--- src/rtl/spi_rm_pkg.sv ---
package spi_rm_pkg;

  localparam int BYTE_W = 8;
  localparam int HALF_W = 12;

  localparam logic [2:0] A_CTRL  = 3'd0;
  localparam logic [2:0] A_STAT  = 3'd1;
  localparam logic [2:0] A_DATA  = 3'd2;
  localparam logic [2:0] A_EXT   = 3'd3;
  localparam logic [2:0] A_PARAM = 3'd4;
  localparam logic [2:0] A_CSEL  = 3'd5;
  localparam logic [2:0] A_TIME  = 3'd6;

  // control bit positions
  localparam int C_EN   = 6;
  localparam int C_MST  = 4;
  localparam int C_CPOL = 3;
  localparam int C_CPHA = 2;

  // status bit positions
  localparam int S_RXE  = 0;
  localparam int S_RXF  = 1;
  localparam int S_TXF  = 2;
  localparam int S_TXE  = 3;
  localparam int S_BSY  = 4;
  localparam int S_WCOL = 6;
  localparam int S_FLT  = 7;

  // log2 of the serial clock divisor for a 4-bit code
  function automatic logic [3:0] div_exp(input logic [3:0] code);
    logic [3:0] e;
    case (code)
      4'd0:    e = 4'd1;
      4'd1:    e = 4'd2;
      4'd4:    e = 4'd3;
      4'd2:    e = 4'd4;
      4'd3:    e = 4'd5;
      4'd5, 4'd6, 4'd7, 4'd8, 4'd9, 4'd10, 4'd11:
               e = code + 4'd1;
      default: e = 4'd12;
    endcase
    return e;
  endfunction

  // clock cycles per half period of the serial clock
  function automatic logic [HALF_W-1:0] half_period(input logic [3:0] code);
    return HALF_W'(1) << (div_exp(code) - 4'd1);
  endfunction

endpackage

--- src/rtl/spi_rm_fifo.sv ---
module spi_rm_fifo #(
  parameter int W     = 8,
  parameter int DEPTH = 4,
  localparam int PW = (DEPTH > 1) ? $clog2(DEPTH) : 1,
  localparam int CW = $clog2(DEPTH + 1)
) (
  input  logic         clk,
  input  logic         rst_n,
  input  logic         push,
  input  logic         pop,
  input  logic [W-1:0] din,
  output logic [W-1:0] dout,
  output logic         full,
  output logic         empty
);

  logic [W-1:0]  mem [DEPTH];
  logic [PW-1:0] wp, rp;
  logic [CW-1:0] cnt;

  function automatic logic [PW-1:0] step(input logic [PW-1:0] p);
    return (p == PW'(DEPTH - 1)) ? '0 : p + 1'b1;
  endfunction

  always_ff @(posedge clk) begin
    if (push) mem[wp] <= din;
  end

  always_ff @(posedge clk or negedge rst_n) begin
    if (!rst_n) begin
      wp  <= '0;
      rp  <= '0;
      cnt <= '0;
    end else begin
      if (push) wp <= step(wp);
      if (pop)  rp <= step(rp);
      case ({push, pop})
        2'b10:   cnt <= cnt + 1'b1;
        2'b01:   cnt <= cnt - 1'b1;
        default: cnt <= cnt;
      endcase
    end
  end

  assign dout  = mem[rp];
  assign full  = (cnt == CW'(DEPTH));
  assign empty = (cnt == '0);

endmodule

--- src/rtl/spi_rm_clkgen.sv ---
module spi_rm_clkgen
  import spi_rm_pkg::*;
(
  input  logic       clk,
  input  logic       rst_n,
  input  logic       active,
  input  logic [3:0] code,
  output logic       tick
);

  logic [HALF_W-1:0] cnt;
  logic [HALF_W-1:0] half;

  assign half = half_period(code);
  assign tick = active && (cnt == half - 1'b1);

  always_ff @(posedge clk or negedge rst_n) begin
    if (!rst_n)               cnt <= '0;
    else if (!active || tick) cnt <= '0;
    else                      cnt <= cnt + 1'b1;
  end

endmodule

--- src/rtl/spi_rm_engine.sv ---
module spi_rm_engine
  import spi_rm_pkg::*;
(
  input  logic              clk,
  input  logic              rst_n,
  input  logic              run,
  input  logic              cpol,
  input  logic              cpha,
  input  logic              tick,
  input  logic              tx_avail,
  input  logic [BYTE_W-1:0] tx_byte,
  input  logic              miso,
  output logic              start,
  output logic              busy,
  output logic              sclk,
  output logic              mosi,
  output logic              rx_push,
  output logic [BYTE_W-1:0] rx_byte
);

  localparam int EDGES = 2 * BYTE_W;
  localparam int EW    = $clog2(EDGES);
  localparam logic [EW-1:0] LAST = EW'(EDGES - 1);

  logic [EW-1:0]     edge_cnt;
  logic              phase;
  logic [BYTE_W-1:0] shreg, rxsh;
  logic              sample_now, shift_now;

  assign start      = run && !busy && tx_avail;
  assign sample_now = (edge_cnt[0] == cpha);
  assign shift_now  = !sample_now && (edge_cnt != '0) && (edge_cnt != LAST);
  assign rx_push    = busy && tick && (edge_cnt == LAST);
  assign rx_byte    = sample_now ? {rxsh[BYTE_W-2:0], miso} : rxsh;
  assign sclk       = cpol ^ phase;
  assign mosi       = shreg[BYTE_W-1];

  always_ff @(posedge clk or negedge rst_n) begin
    if (!rst_n) begin
      busy     <= 1'b0;
      phase    <= 1'b0;
      edge_cnt <= '0;
      shreg    <= '0;
      rxsh     <= '0;
    end else if (!run) begin
      busy     <= 1'b0;
      phase    <= 1'b0;
      edge_cnt <= '0;
    end else if (start) begin
      busy     <= 1'b1;
      phase    <= 1'b0;
      edge_cnt <= '0;
      shreg    <= tx_byte;
    end else if (busy && tick) begin
      phase    <= ~phase;
      edge_cnt <= edge_cnt + 1'b1;
      if (sample_now) rxsh  <= {rxsh[BYTE_W-2:0], miso};
      if (shift_now)  shreg <= {shreg[BYTE_W-2:0], 1'b0};
      if (edge_cnt == LAST) busy <= 1'b0;
    end
  end

endmodule

--- src/rtl/spi_regmaster.sv ---
module spi_regmaster
  import spi_rm_pkg::*;
#(
  parameter int TX_DEPTH = 4,
  parameter int RX_DEPTH = 2,
  parameter int CS_LINES = 4
) (
  input  logic                clk,
  input  logic                rst_n,
  input  logic [2:0]          reg_addr,
  input  logic                reg_wr,
  input  logic [7:0]          reg_wdata,
  input  logic                reg_rd,
  output logic [7:0]          reg_rdata,
  output logic                irq,
  output logic                sclk,
  output logic                mosi,
  input  logic                miso,
  input  logic                fault_n,
  output logic [CS_LINES-1:0] cs_n
);

  logic [7:0] ctrl_q, ext_q, param_q, cs_q, time_q;
  logic       wcol_q, fault_q;

  logic en, run, cpol, cpha;
  logic [3:0] code;
  logic data_wr, tx_push, wcol_set, host_pop, fault_evt;
  logic tx_full, tx_empty, rx_full, rx_empty;
  logic [BYTE_W-1:0] tx_head, rx_head, eng_rx_byte;
  logic eng_start, eng_busy, eng_rx_push, rx_accept, tick;

  assign en   = ctrl_q[C_EN];
  assign run  = en && ctrl_q[C_MST];
  assign cpol = ctrl_q[C_CPOL];
  assign cpha = ctrl_q[C_CPHA];
  assign code = {ext_q[1:0], ctrl_q[1:0]};

  assign data_wr   = reg_wr && (reg_addr == A_DATA) && en;
  assign tx_push   = data_wr && !tx_full;
  assign wcol_set  = data_wr && tx_full;
  assign host_pop  = reg_rd && (reg_addr == A_DATA) && !rx_empty;
  assign fault_evt = run && !fault_n;
  assign rx_accept = eng_rx_push && (!rx_full || host_pop);

  always_ff @(posedge clk or negedge rst_n) begin
    if (!rst_n) begin
      ctrl_q  <= '0;
      ext_q   <= '0;
      param_q <= '0;
      cs_q    <= '0;
      time_q  <= '0;
      wcol_q  <= 1'b0;
      fault_q <= 1'b0;
    end else begin
      if (reg_wr) begin
        case (reg_addr)
          A_CTRL:  ctrl_q  <= reg_wdata;
          A_EXT:   ext_q   <= reg_wdata;
          A_PARAM: param_q <= reg_wdata;
          A_CSEL:  cs_q    <= reg_wdata;
          A_TIME:  time_q  <= reg_wdata;
          default: ;
        endcase
      end
      if (fault_evt) ctrl_q[C_MST] <= 1'b0;

      if (wcol_set) wcol_q <= 1'b1;
      else if (reg_wr && reg_addr == A_STAT && reg_wdata[S_WCOL]) wcol_q <= 1'b0;

      if (fault_evt) fault_q <= 1'b1;
      else if (reg_wr && reg_addr == A_STAT && reg_wdata[S_FLT]) fault_q <= 1'b0;
    end
  end

  spi_rm_fifo #(.W(BYTE_W), .DEPTH(TX_DEPTH)) u_txq (
    .clk(clk), .rst_n(rst_n),
    .push(tx_push), .pop(eng_start), .din(reg_wdata),
    .dout(tx_head), .full(tx_full), .empty(tx_empty)
  );

  spi_rm_fifo #(.W(BYTE_W), .DEPTH(RX_DEPTH)) u_rxq (
    .clk(clk), .rst_n(rst_n),
    .push(rx_accept), .pop(host_pop), .din(eng_rx_byte),
    .dout(rx_head), .full(rx_full), .empty(rx_empty)
  );

  spi_rm_clkgen u_clk (
    .clk(clk), .rst_n(rst_n), .active(eng_busy), .code(code), .tick(tick)
  );

  spi_rm_engine u_eng (
    .clk(clk), .rst_n(rst_n), .run(run), .cpol(cpol), .cpha(cpha),
    .tick(tick), .tx_avail(!tx_empty), .tx_byte(tx_head), .miso(miso),
    .start(eng_start), .busy(eng_busy), .sclk(sclk), .mosi(mosi),
    .rx_push(eng_rx_push), .rx_byte(eng_rx_byte)
  );

  for (genvar g = 0; g < CS_LINES; g++) begin : g_cs
    assign cs_n[g] = cs_q[g] ? cs_q[g + 4] : 1'b1;
  end

  logic [7:0] status;
  always_comb begin
    status         = '0;
    status[S_RXE]  = rx_empty;
    status[S_RXF]  = rx_full;
    status[S_TXF]  = tx_full;
    status[S_TXE]  = tx_empty;
    status[S_BSY]  = eng_busy;
    status[S_WCOL] = wcol_q;
    status[S_FLT]  = fault_q;
  end

  always_comb begin
    case (reg_addr)
      A_CTRL:  reg_rdata = ctrl_q;
      A_STAT:  reg_rdata = status;
      A_DATA:  reg_rdata = rx_head;
      A_EXT:   reg_rdata = ext_q;
      A_PARAM: reg_rdata = param_q;
      A_CSEL:  reg_rdata = cs_q;
      A_TIME:  reg_rdata = time_q;
      default: reg_rdata = '0;
    endcase
  end

  assign irq = fault_q;

endmodule

--- config.mk ---
export PLATFORM = sky130hd
export DESIGN_NAME = spi_regmaster
export DESIGN_NICKNAME = d
export VERILOG_FILES = /design/src/rtl/spi_rm_pkg.sv /design/src/rtl/spi_rm_fifo.sv /design/src/rtl/spi_rm_clkgen.sv /design/src/rtl/spi_rm_engine.sv /design/src/rtl/spi_regmaster.sv
export SDC_FILE = /design/constraint.sdc
export NUM_CORES = 1
export LEC_CHECK = 0
export CORE_MARGIN = 2
export CORE_UTILIZATION = 51
export DETAILED_ROUTE_END_ITERATION = 7
export DONT_BUFFER_PORTS = 1
export PLACE_DENSITY = 0.67
export SYNTH_ARGS = -nofsm -noshare
export SYNTH_HDL_FRONTEND = slang
export SYNTH_SLANG_ARGS = --single-unit
--- constraint.sdc ---
create_clock -name clk -period 5.46 [get_ports clk]
set_input_delay 1.092 -clock clk [delete_from_list [all_inputs] [get_ports clk]]
set_output_delay 1.092 -clock clk [all_outputs]
set_load 0.01 [all_outputs]
Word level (Yosys, flattened, before mapping)

Memories as Yosys holds them, arrays and structs flattened.
Index checks and enable logic that the tools add are counted.

Memory bits (writable): 48
Logic and storage cells: 159
Memories: 2
Input bits: 17
Flip-flop bits (word level): 87
Output and inout port bits: 15

Memory list:

| memory    | words | width | rd ports | clocked after Yosys merged registers in | wr ports | line              | text |
|---|---|---|---|---|---|---|---|
| u_txq.mem | 4     | 8     | 1        | 0                                       | 1        | spi_rm_fifo.sv:17 | `logic [W-1:0] mem [DEPTH];` |
| u_rxq.mem | 2     | 8     | 1        | 0                                       | 1        | spi_rm_fifo.sv:17 |  |

Multiplexer cells: 38
Add/sub/neg operators: 13
Reduce and logical (&&, ||, !) cells: 51
Equal/unequal tests: 31
Shifts and indexed selects: 1
Bitwise operators: 3

Operators with widths:

| operator                | count |
|---|---|
| $pmux W8 S7             | 1 |
| $mux W8                 | 4 |
| $pmux W4 S6             | 1 |
| $mux W1                 | 22 |
| $eq A4 B4 Y1 const B    | 5 |
| $logic_and A1 B1 Y1     | 19 |
| $eq A4 B3 Y1 const B    | 4 |
| $reduce_bool A2 Y1      | 8 |
| $reduce_and A2 Y1       | 7 |
| $add A12 B1 Y12 const B | 1 |
| $eq A12 B12 Y1          | 1 |
| $eq A3 B3 Y1 const B    | 4 |
| $mux W12                | 1 |
| $mux W4                 | 3 |
| $shl A1 B4 Y12 const A  | 1 |
| $sub A12 B1 Y12 const B | 1 |
| $eq A2 B2 Y1 const B    | 5 |
| $mux W5                 | 2 |
| $add A4 B1 Y4 const B   | 2 |
| $eq A4 B2 Y1 const B    | 2 |
| $logic_not A1 Y1        | 7 |
| $reduce_or A7 Y1        | 1 |
| $add A2 B1 Y2 const B   | 3 |
| $eq A3 B2 Y1 const B    | 2 |
| other kinds (22)        | 30 |

Longest topological paths before layout

Gate-level depths: netlist of run 1.

Depth after elaboration: 13
Depth in mapped cells: 20
Depth with buffers taken out: 17

By module

Synthesis of run 1 repeated with hierarchy kept, for this count alone.

Cell total of the unflattened synthesis: 593
Area total of the unflattened synthesis: 7307.0 sq um

Modules (own cells, without submodules):

| module               | area an instance (sq um) | sequential area each (sq um) | cells each | times used |
|---|---|---|---|---|
| spi_regmaster        | 2232.1                   | 1051.0                       | 179        | 1 |
| spi_rm_clkgen        | 1591.5                   | 300.3                        | 191        | 1 |
| spi_rm_fifo at u_txq | 1572.8                   | 1136.1                       | 80         | 1 |
| spi_rm_engine        | 1148.6                   | 550.5                        | 102        | 1 |
| spi_rm_fifo at u_rxq | 762.0                    | 580.6                        | 41         | 1 |

Worst setup path before layout of run 1

OpenSTA, ideal clock, no wires.

Path kind: reg2reg
From: register ctrl_q[0]
To: memory u_rxq.mem[1][0] (enable)
Arrival time: 3671 ps
Path buffers: 2
Clock period less this slack: 4041 ps
Setup time: 371 ps
Required time: 5089 ps
Cell stages (with the launch flop): 18
Setup slack: 1419 ps
Cell sequence: dfrtp_1 > inv_1 > ha_1 > or2_1 > o32a_1 > nor2_2 > nand3_1 > ha_1 > clkbuf_1 > xor2_1 > and4_1 > o21ai_0 > a211oi_1 > and2_1 > and4_1 > buf_4 > o21ai_2 > nor2_1

Cells in the longest elaborated chain, start to end: 13
Elaborated cells between the ends (all ways): 25
Those cells by class: add/sub: 3; eq/ne: 12; shift: 1; mux: 3; reduce/logical: 6

RTL lines:

| item                                                  | line                | text |
|---|---|---|
| start, declared                                       | spi_regmaster.sv:23 | `logic [7:0] ctrl_q, ext_q, param_q, cs_q, time_q;` |
| start signal, assigned                                | spi_regmaster.sv:58 | `A_CTRL: ctrl_q <= reg_wdata;` |
| branches (longest 2 deep; another with $add A4 B1 Y4) | --                  |  |
| $pmux W4 S6 *                                         | spi_rm_pkg.sv:32    | `case (code)` |
| $sub A4 B1 Y4 *                                       | spi_rm_pkg.sv:47    | `return HALF_W'(1) << (div_exp(code) - 4'd1);` |
| $shl A1 B4 Y12 *                                      | spi_rm_pkg.sv:47    |  |
| $sub A12 B1 Y12 *                                     | spi_rm_clkgen.sv:15 | `assign tick = active && (cnt == half - 1'b1);` |
| $eq A12 B12 Y1 *                                      | spi_rm_clkgen.sv:15 |  |
| $logic_and A1 B1 Y1 *                                 | spi_rm_clkgen.sv:15 |  |
| $logic_and A1 B1 Y1 * (2 in series)                   | spi_rm_engine.sv:33 | `assign rx_push = busy && tick && (edge_cnt == LAST);` |
| $logic_and A1 B1 Y1 *                                 | spi_regmaster.sv:44 | `assign rx_accept = eng_rx_push && (!rx_full \|\| host_pop);` |
| $mux W1 *                                             | spi_rm_fifo.sv:26   | `if (push) mem[wp] <= din;` |
| $mux W1 (not written as such) *                       | spi_rm_fifo.sv:26   |  |
| end, declared                                         | spi_rm_fifo.sv:17   |  |

Every way passes the cells marked *.

Worst setup path after layout of run 1

From: register ctrl_q[0]
To: memory u_rxq.mem[1][6] (enable)

The elaborated chain is that of the path after synthesis.

==> results of run 1 <==
-- flip-flops by register name (all words and copies together) (netlist names), 2 cells and up --
signal and count:
u_txq.cnt 3, u_eng.edge_cnt 4, u_eng.rxsh 8, u_txq.wp 2, param_q 8, u_txq.mem 32, ext_q 8, u_txq.rp 2
u_eng.shreg 8, ctrl_q 8, time_q 8, u_clk.cnt 12, cs_q 8, u_rxq.cnt 2, u_rxq.mem 16
-- Yosys cell counts (all sizes together) (7+ instances only) --
master	instances
dfrtp	87
mux2	60
nor2	51
edfxtp	48
nand2	41
nand3	29
a21oi	25
clkbuf	21
o21ai	21
inv	19
and2	17
and3	15
ha	14
mux2i	13
mux4	13
xor2	13
a221oi	12
nor3	12
xnor2	9
a22oi	7
buf	7
nand4	7
-- power by group through the flow --
stage / registers [W] / clock network (W) / logic (W)
floorplan: 0.00127 / 0 / 0.000777
global placement: 0.00135 / 0 / 0.000862
detailed placement: 0.00136 / 0 / 0.000888
CTS: 0.00134 / 0.00118 / 0.000894
global route: 0.00137 / 0.00123 / 0.00100
finish: 0.00134 / 0.00117 / 0.000896
-- layout by cell type (no fill, tap or decap), types with 3 or more instances in the layout --
master     netlist  final
mux2_2          60     60
xor2_1          13     13
nor2b_1          6      6
and2_1          17     17
or3_1            4      4
o22ai_1          3      3
mux2i_1         13     13
inv_6            0      4
nor3_1          11     11
xnor2_1          9      9
ha_1            14     14
or2_2            3      3
a211o_1          5      5
nand2_1         41     41
a31o_2           4      4
nand2b_1         5      5
buf_4            3      3
a22oi_1          7      7
edfxtp_1        48     48
clkinv_2         0      3
mux4_2          13     13
o21ai_0         20     20
nand4_1          7      7
nor2_1          50     50
nand3_1         28     28
a21oi_1         25     25
a221oi_1        12     12
clkbuf_16        0     18
and3_1          15     15
dfrtp_1         87     87
inv_1           19     19
a211oi_1         5      5
-- worst max path at each step --
| stage | from | end | cells after the start |
|---|---|---|---|
| 2_1_floorplan | ctrl_q[0]$_DFFE_PN0P_ | u_rxq.mem[1][0]$_DFFE_PP_ | 17 |
| 3_3_place_gp | ctrl_q[0]$_DFFE_PN0P_ | u_rxq.mem[0][1]$_DFFE_PP_ | 15 |
| 3_5_place_dp | ctrl_q[0]$_DFFE_PN0P_ | u_rxq.mem[1][2]$_DFFE_PP_ | 15 |
| 4_1_cts | ctrl_q[0]$_DFFE_PN0P_ | u_rxq.mem[1][7]$_DFFE_PP_ | 15 |
| 5_1_grt | ctrl_q[0]$_DFFE_PN0P_ | u_rxq.mem[0][7]$_DFFE_PP_ | 15 |
| 6_report | ctrl_q[0]$_DFFE_PN0P_ | u_rxq.mem[1][6]$_DFFE_PP_ | 15 |
-- area by class of cell --
cell class / count / area [um^2]
fillers: 1113 / 5590
flip-flops and latches: 135 / 3618
multi-input cells: 425 / 3216
clock buffers: 20 / 467.9
well taps: 176 / 220.2
clock inverters: 12 / 137.6
inverters: 20 / 75.07
repair buffers: 3 / 22.52
-- metal layers --
metal	vias to the layer above	share of wire	GRT usage
li1	2243	-	-
met1	2400	0.44	0.2968
met2	121	0.48	0.3634
met3	26	0.046	0.06015
met4	0	0.027	0.1006
met5	-	0	0
-- stage by stage --
stage	setup slack, ns	hold WS, ns	area (um^2)	utilization	std cells
2_1_floorplan	1.419	0.4444	7030	-	608
3_3_place_gp	0.9812	0.4638	7152	0.5358	759
3_5_place_dp	0.8240	0.4739	7152	0.5358	759
4_1_cts	0.7909	0.3549	7757	0.5812	791
5_1_grt	0.3167	0.3469	7757	0.5812	791
6_report	0.7472	0.3676	7757	0.5812	791
-- cells by family after synthesis --
| kind of cell | share of synthesized area |
|---|---|
| AO/OA/AOI/OAI | 0.1050 |
| XOR/XNOR | 0.02741 |
| adder cells (fa/ha/maj) | 0.02776 |
| buffers and inverters | 0.02794 |
| flip-flops | 0.5147 |
| multiplexers | 0.1563 |
| AND/OR/NAND/NOR | 0.1410 |
==> summary.md, run 1 <==
| Metric | Value |
|---|---|
| Outcome | `finished clean` |
| Die Wd | `121.4 um` |
| Hold_buf cts | `0` |
| Worst setup SP type | `flop` |
| Tmin final | `4.713 ns` |
| Cell taking the most area after synthesis | `dfrtp_1` |
| Synthesized area per cell | `11.56 um^2` |
| Vias/cell | `6.056` |
| Syn Inst Count | `608` |
| Power Total | `0.003405 W` |
| Worst Path Required | `5.51 ns` |
| Net switching power | `0.001096 W` |
| Total GRT Usage | `0.2289` |
| Clock Skew | `0.007768 ns` |
| Synth top area share | `0.3097` |
| Area Growth Syn to Fin | `10.34%` |
| Total power per unit cell area | `438.9 nW/um^2` |
| CTS max path bufs | `2` |
| Chip height | `121.4 um` |
| Number of H-tree levels | `4` |
| Layout cell share with drive strength beyond 1 | `0.1984` |
| Crit path max-delay cell type | `nor2_1` |
| R2r setup slk | `0.75 ns` |
| Setup violations, final | `0` |
| Worst flop-to-flop path endpoint | `u_rxq.mem[1][6]$_DFFE_PP_` |
| Max_cap viols | `0` |
| Vias after detailed routing | `4790` |
| Critical path capture point type | `flop` |
| RSZ-0062 raised after global routing | `false` |
| Clk pwr share | `0.343` |
| Row count | `42` |
| Clock slew at reported path FFs | `0.06 ns` |
| Slew @ Worst Pin | `1.121 ns` |
| Ys Warns | `0` |
| Post-DP HPWL | `10810 um` |
| Worst-skew pair later-pin latency | `0.42 ns` |
| Post-Route WL | `15510 um` |
| WS Path Type | `flop to flop` |
| R2R depth | `15` |
| Total grt overflow | `0` |
| Post-CTS resize count | `0` |
| Sequential fraction of design power | `0.394` |
| Clock root cell | `clkbuf_16` |
| Largest net degree at the start of global routing | `88` |
| Nets | `634` |
| Port Buf Inserts | `0` |
| N_diodes | `0` |
| CTS Buf Count | `17` |
| Rel. slew slack | `0.2474` |
| Post-synth EDFFs | `48` |
| Fmax achieved | `212.2 MHz` |
| CP max FO | `8` |
| Antenna violations before repair | `0` |
| Crit path buf inv count | `1` |
| CP top delay family | `simple AND/OR/NAND/NOR gates` |
| Arrival time at the worst endpoint | `4.76 ns` |
| Initial drt markers | `330` |
| Worst min path class | `input pin to async pin` |
| Hold Fails Final Rpt | `0` |
| P_int | `0.002309 W` |
| RD Place Congestion | `0.8502` |
| Static leakage | `3.091 nW` |
| Netlist cell types | `62` |
| Crit-path cells | `inv_1 > ha_1 > or2_1 > o32a_1 > nor2_2 > nand3_1 > ha_1 > xor2_1 > and4_1 > o21ai_0 > a211oi_1 > and2_1 > and4_1 > o21ai_2 > nor2_1` |
| Total negative slack | `0 ns` |
| Comb power frac | `0.263` |
| Antenna viol nets, final | `0` |
| Die Area | `14740 um^2` |
| Peak VDD IR | `0.0002918 V` |
| Io pins | `32` |
| Max stage delay on crit path | `0.52 ns` |
| Vias in the first global route | `4870` |
| Tcrit/Tclk final | `0.8632` |
| First-pass GRT wire length | `25630 um` |
| Seq/Total Area, Yosys | `0.5147` |
| Sw Share | `0.3219` |
| Clock Sinks | `135` |
| Slew Viols, Final | `0` |
| Area contributors post-synth | `dfrtp_1 (31%), edfxtp_1 (21%), mux2_2 (9.6%)` |
| Synth Flop Type | `dfrtp_1` |
| First-pass DRT Iterations | `5` |
| Flops & latches, synth | `135` |
| Initial Utilization | `0.5267` |
| Postcts setup bufs | `0` |
| R2R Path Start | `ctrl_q[0]$_DFFE_PN0P_` |
| Async set-reset flop share out of synthesis | `0.6444` |
| Drt wl/cell | `19.60 um` |
| CTS tree | `done` |
| Core area | `13350 um^2` |
| Syn_nets | `640` |
| Cell Area, Synth | `7030 um^2` |
| Remaining DRCs | `0` |
No activity file was read; power rests on OpenSTA's default activity.
==> inputs of run 2 (changes only) <==
CAP_MARGIN = 20   (was not set)
REMOVE_ABC_BUFFERS = 1   (was not set)
==> summary.md, run 2 (synthesis gave the netlist of run 1 again) <==
| Metric | Value |
|---|---|
| Outcome | `finished clean` |
| Max_cap viols | `0 (unchanged)` |
| Slew @ Worst Pin | `0.9090 ns (-0.2118 ns)` |
| R2R depth | `15 (unchanged)` |
| Reg area | `3618 um^2 (unchanged)` |
| Commonest non-fill, non-tap cell in the layout | `dfrtp_1` |
| Vias in the first global route | `4808 (-1.3%)` |
| Chip height | `121.4 um (unchanged)` |
| WS Path Type | `flop to flop` |
| Die Wd | `121.4 um (unchanged)` |
| Row count | `42 (unchanged)` |
| RSZ-0062 raised after global routing | `false` |
| Top flop regs | `u_txq.mem: 32 flops, u_rxq.mem: 16 flops, u_clk.cnt: 12 flops` |
| Critical path capture point type | `flop` |
| Dpl ws | `0.8070 ns (-0.01704 ns)` |
| RD Place Congestion | `0.8892 (+4.6%)` |
| Initial drt markers | `317 (-3.9%)` |
| Layout cell share with drive strength beyond 1 | `0.1899 (-0.008439)` |
| Vias after detailed routing | `4876 (+1.8%)` |
| N_diodes | `0 (unchanged)` |
| Clock Sinks | `135 (unchanged)` |
| Postcts setup bufs | `0 (unchanged)` |
| Remaining DRCs | `0 (unchanged)` |
| Die Area | `14740 um^2 (unchanged)` |
| Net switching power | `0.001064 W (-2.9%)` |
| Arrival time at the worst endpoint | `4.78 ns (+0.02 ns)` |
| Static leakage | `3.072 nW (-0.63%)` |
| Antenna violations before repair | `0 (unchanged)` |
| Clock slew at reported path FFs | `0.06 ns (about the same)` |
| Post-Route WL | `15650 um (+0.94%)` |
| Area Growth Syn to Fin | `10.07%` |
| Sw Share | `0.3164 (-0.005536)` |
| First-pass DRT Iterations | `5 (unchanged)` |
| R2R Path Start | `ctrl_q[0]$_DFFE_PN0P_` |
| Port Buf Inserts | `0 (unchanged)` |
| Vias/cell | `6.157 (+1.7%)` |
| Clock Skew | `0.006188 ns (-0.001579 ns)` |
| Rel. slew slack | `0.3921 (+0.1447)` |
| Worst Path Required | `5.51 ns (about the same)` |
| Fmax achieved | `211.2 MHz (-0.45%)` |
| Post-CTS resize count | `0 (unchanged)` |
| Total grt overflow | `0 (unchanged)` |
| GRT busiest layer | `met2` |
| CTS max path bufs | `2 (unchanged)` |
| Slew Viols, Final | `0 (unchanged)` |
| Largest register FFs | `32 (unchanged)` |
| Routing usage on met2 | `0.3550 (-0.008427)` |
| Tcrit/Tclk final | `0.8671 (+0.003922)` |
| CTS tree | `done` |
| Antenna viol nets, final | `0 (unchanged)` |
| Worst Setup Slack, final | `0.7257 ns (-0.02141 ns)` |
| CP max FO | `8 (unchanged)` |
| First-pass GRT wire length | `25140 um (-1.9%)` |
| Post-DP HPWL | `10890 um (+0.70%)` |
| Worst setup SP type | `flop` |
| Area of the multi-input gates | `3216 um^2 (unchanged)` |
| Layout fillers | `1118 (+0.45%)` |
| CTS Buf Count | `17 (unchanged)` |
| Io pins | `32 (unchanged)` |
| Clock root cell | `clkbuf_16` |
| Worst-skew pair later-pin latency | `0.42 ns (about the same)` |
| Met1 Usage GRT | `0.2998 (+0.002999)` |
| Clk pwr share | `0.334 (-0.009)` |
| Most frequent cells in the layout | `dfrtp_1 (87), mux2_2 (60), nor2_1 (50), edfxtp_1 (48), nand2_1 (41)` |
| Crit path from | `ctrl_q[0]$_DFFE_PN0P_` |
| Total GRT Usage | `0.2238 (-0.005137)` |
| Drt wl/cell | `19.76 um (+0.81%)` |
| Largest net degree at the start of global routing | `88 (unchanged)` |
| Worst min path class | `input pin to async pin` |
| Setup violations, final | `0 (unchanged)` |
| Nets | `635 (+0.16%)` |
| Largest register by flop count | `u_txq.mem` |
| Number of H-tree levels | `4 (unchanged)` |
| P_int | `0.002300 W (-0.38%)` |
| Core area | `13350 um^2 (unchanged)` |
| Initial Utilization | `0.5267 (unchanged)` |
| Worst flop-to-flop path endpoint | `u_rxq.mem[0][5]$_DFFE_PP_` |
| R2r setup slk | `0.73 ns (-0.02 ns)` |
| Hold_buf cts | `0 (unchanged)` |
| Hold Fails Final Rpt | `0 (unchanged)` |
| Sequential fraction of design power | `0.399 (+0.005)` |
| Comb power frac | `0.266 (+0.003)` |
| M3 GR Usage | `0.05122 (-0.008929)` |
| Total negative slack | `0 ns (unchanged)` |
| Tmin final | `4.734 ns (+0.02141 ns)` |
| Total power per unit cell area | `434.8 nW/um^2 (-0.95%)` |
| Peak VDD IR | `0.0002537 V (-13%)` |
## run 2: worst max-delay path by stage
| stage | endpoint | slack [ns] |
|---|---|---|
| after detailed placement | u_rxq.mem[0][3]$_DFFE_PP_ | 0.81 |
| after global routing | u_rxq.mem[0][4]$_DFFE_PP_ | 0.35 |
| after CTS | u_rxq.mem[0][4]$_DFFE_PP_ | 0.78 |
| after floorplan | u_eng.edge_cnt[3]$_DFFE_PN0P_ | 1.24 |
| final | u_rxq.mem[0][5]$_DFFE_PP_ | 0.73 |
| after global placement | u_rxq.mem[0][3]$_DFFE_PP_ | 1.01 |
## run 2: cell type report
type                            count  area share
Inverter                           20    0.009701
Timing Repair Buffer                4    0.003880
Clock inverter                      8     0.01245
Tap cell                          176     0.02846
Sequential cell                   135      0.4676
Multi-Input combinational cell    425      0.4155
Clock buffer                       24     0.06241
## run 2: through the flow
| stage | utilization | hold slack (ns) | area (um^2) | cells | total power [W] |
|---|---|---|---|---|---|
| finish | 0.5798 | 0.3714 | 7739 | 792 | 0.003364 |
| floorplan | - | 0.4444 | 6909 | 580 | 0.002022 |
| detailed placement | 0.5358 | 0.4783 | 7152 | 759 | 0.002244 |
| global route | 0.5798 | 0.3461 | 7739 | 792 | 0.003540 |
| global placement | 0.5358 | 0.4693 | 7152 | 759 | 0.002203 |
| CTS | 0.5792 | 0.3556 | 7731 | 791 | 0.003368 |
## run 2: routing by layer
| metal | wire length (um) | up-vias |
|---|---|---|
| met5 | 0 | - |
| met4 | 271 | 0 |
| met3 | 802 | 21 |
| met2 | 7681 | 157 |
| met1 | 6897 | 2447 |
| li1 | - | 2251 |
## run 2: power by group through the flow
stage                     Combinational (W)  Sequential (W)  Clock [W]
after global placement             0.000850         0.00135          0
final                              0.000896         0.00134    0.00113
after global routing               0.000997         0.00137    0.00118
after detailed placement           0.000886         0.00136          0
after floorplan                    0.000713         0.00131          0
after CTS                          0.000889         0.00134    0.00114
## run 2: worst max-delay path, cell delays in order, from the launching register on
cell	delay, ns
dfrtp_1	0.44
inv_1	0.11
ha_1	0.23
or2_1	0.24
o32a_1	0.45
nor2_2	0.29
nand3_1	0.13
ha_1	0.30
inv_1	0.16
nand3_1	0.13
o32ai_1	0.31
nor4b_1	0.27
a211o_1	0.18
and4_1	0.41
o21ai_2	0.13
nor2_1	0.56
==> inputs of run 3 (changes only) <==
TNS_END_PERCENT = 10   (was not set)
==> results of run 3 <==
Same layout as run 2: the final DEF is identical, and so are final timing and power.
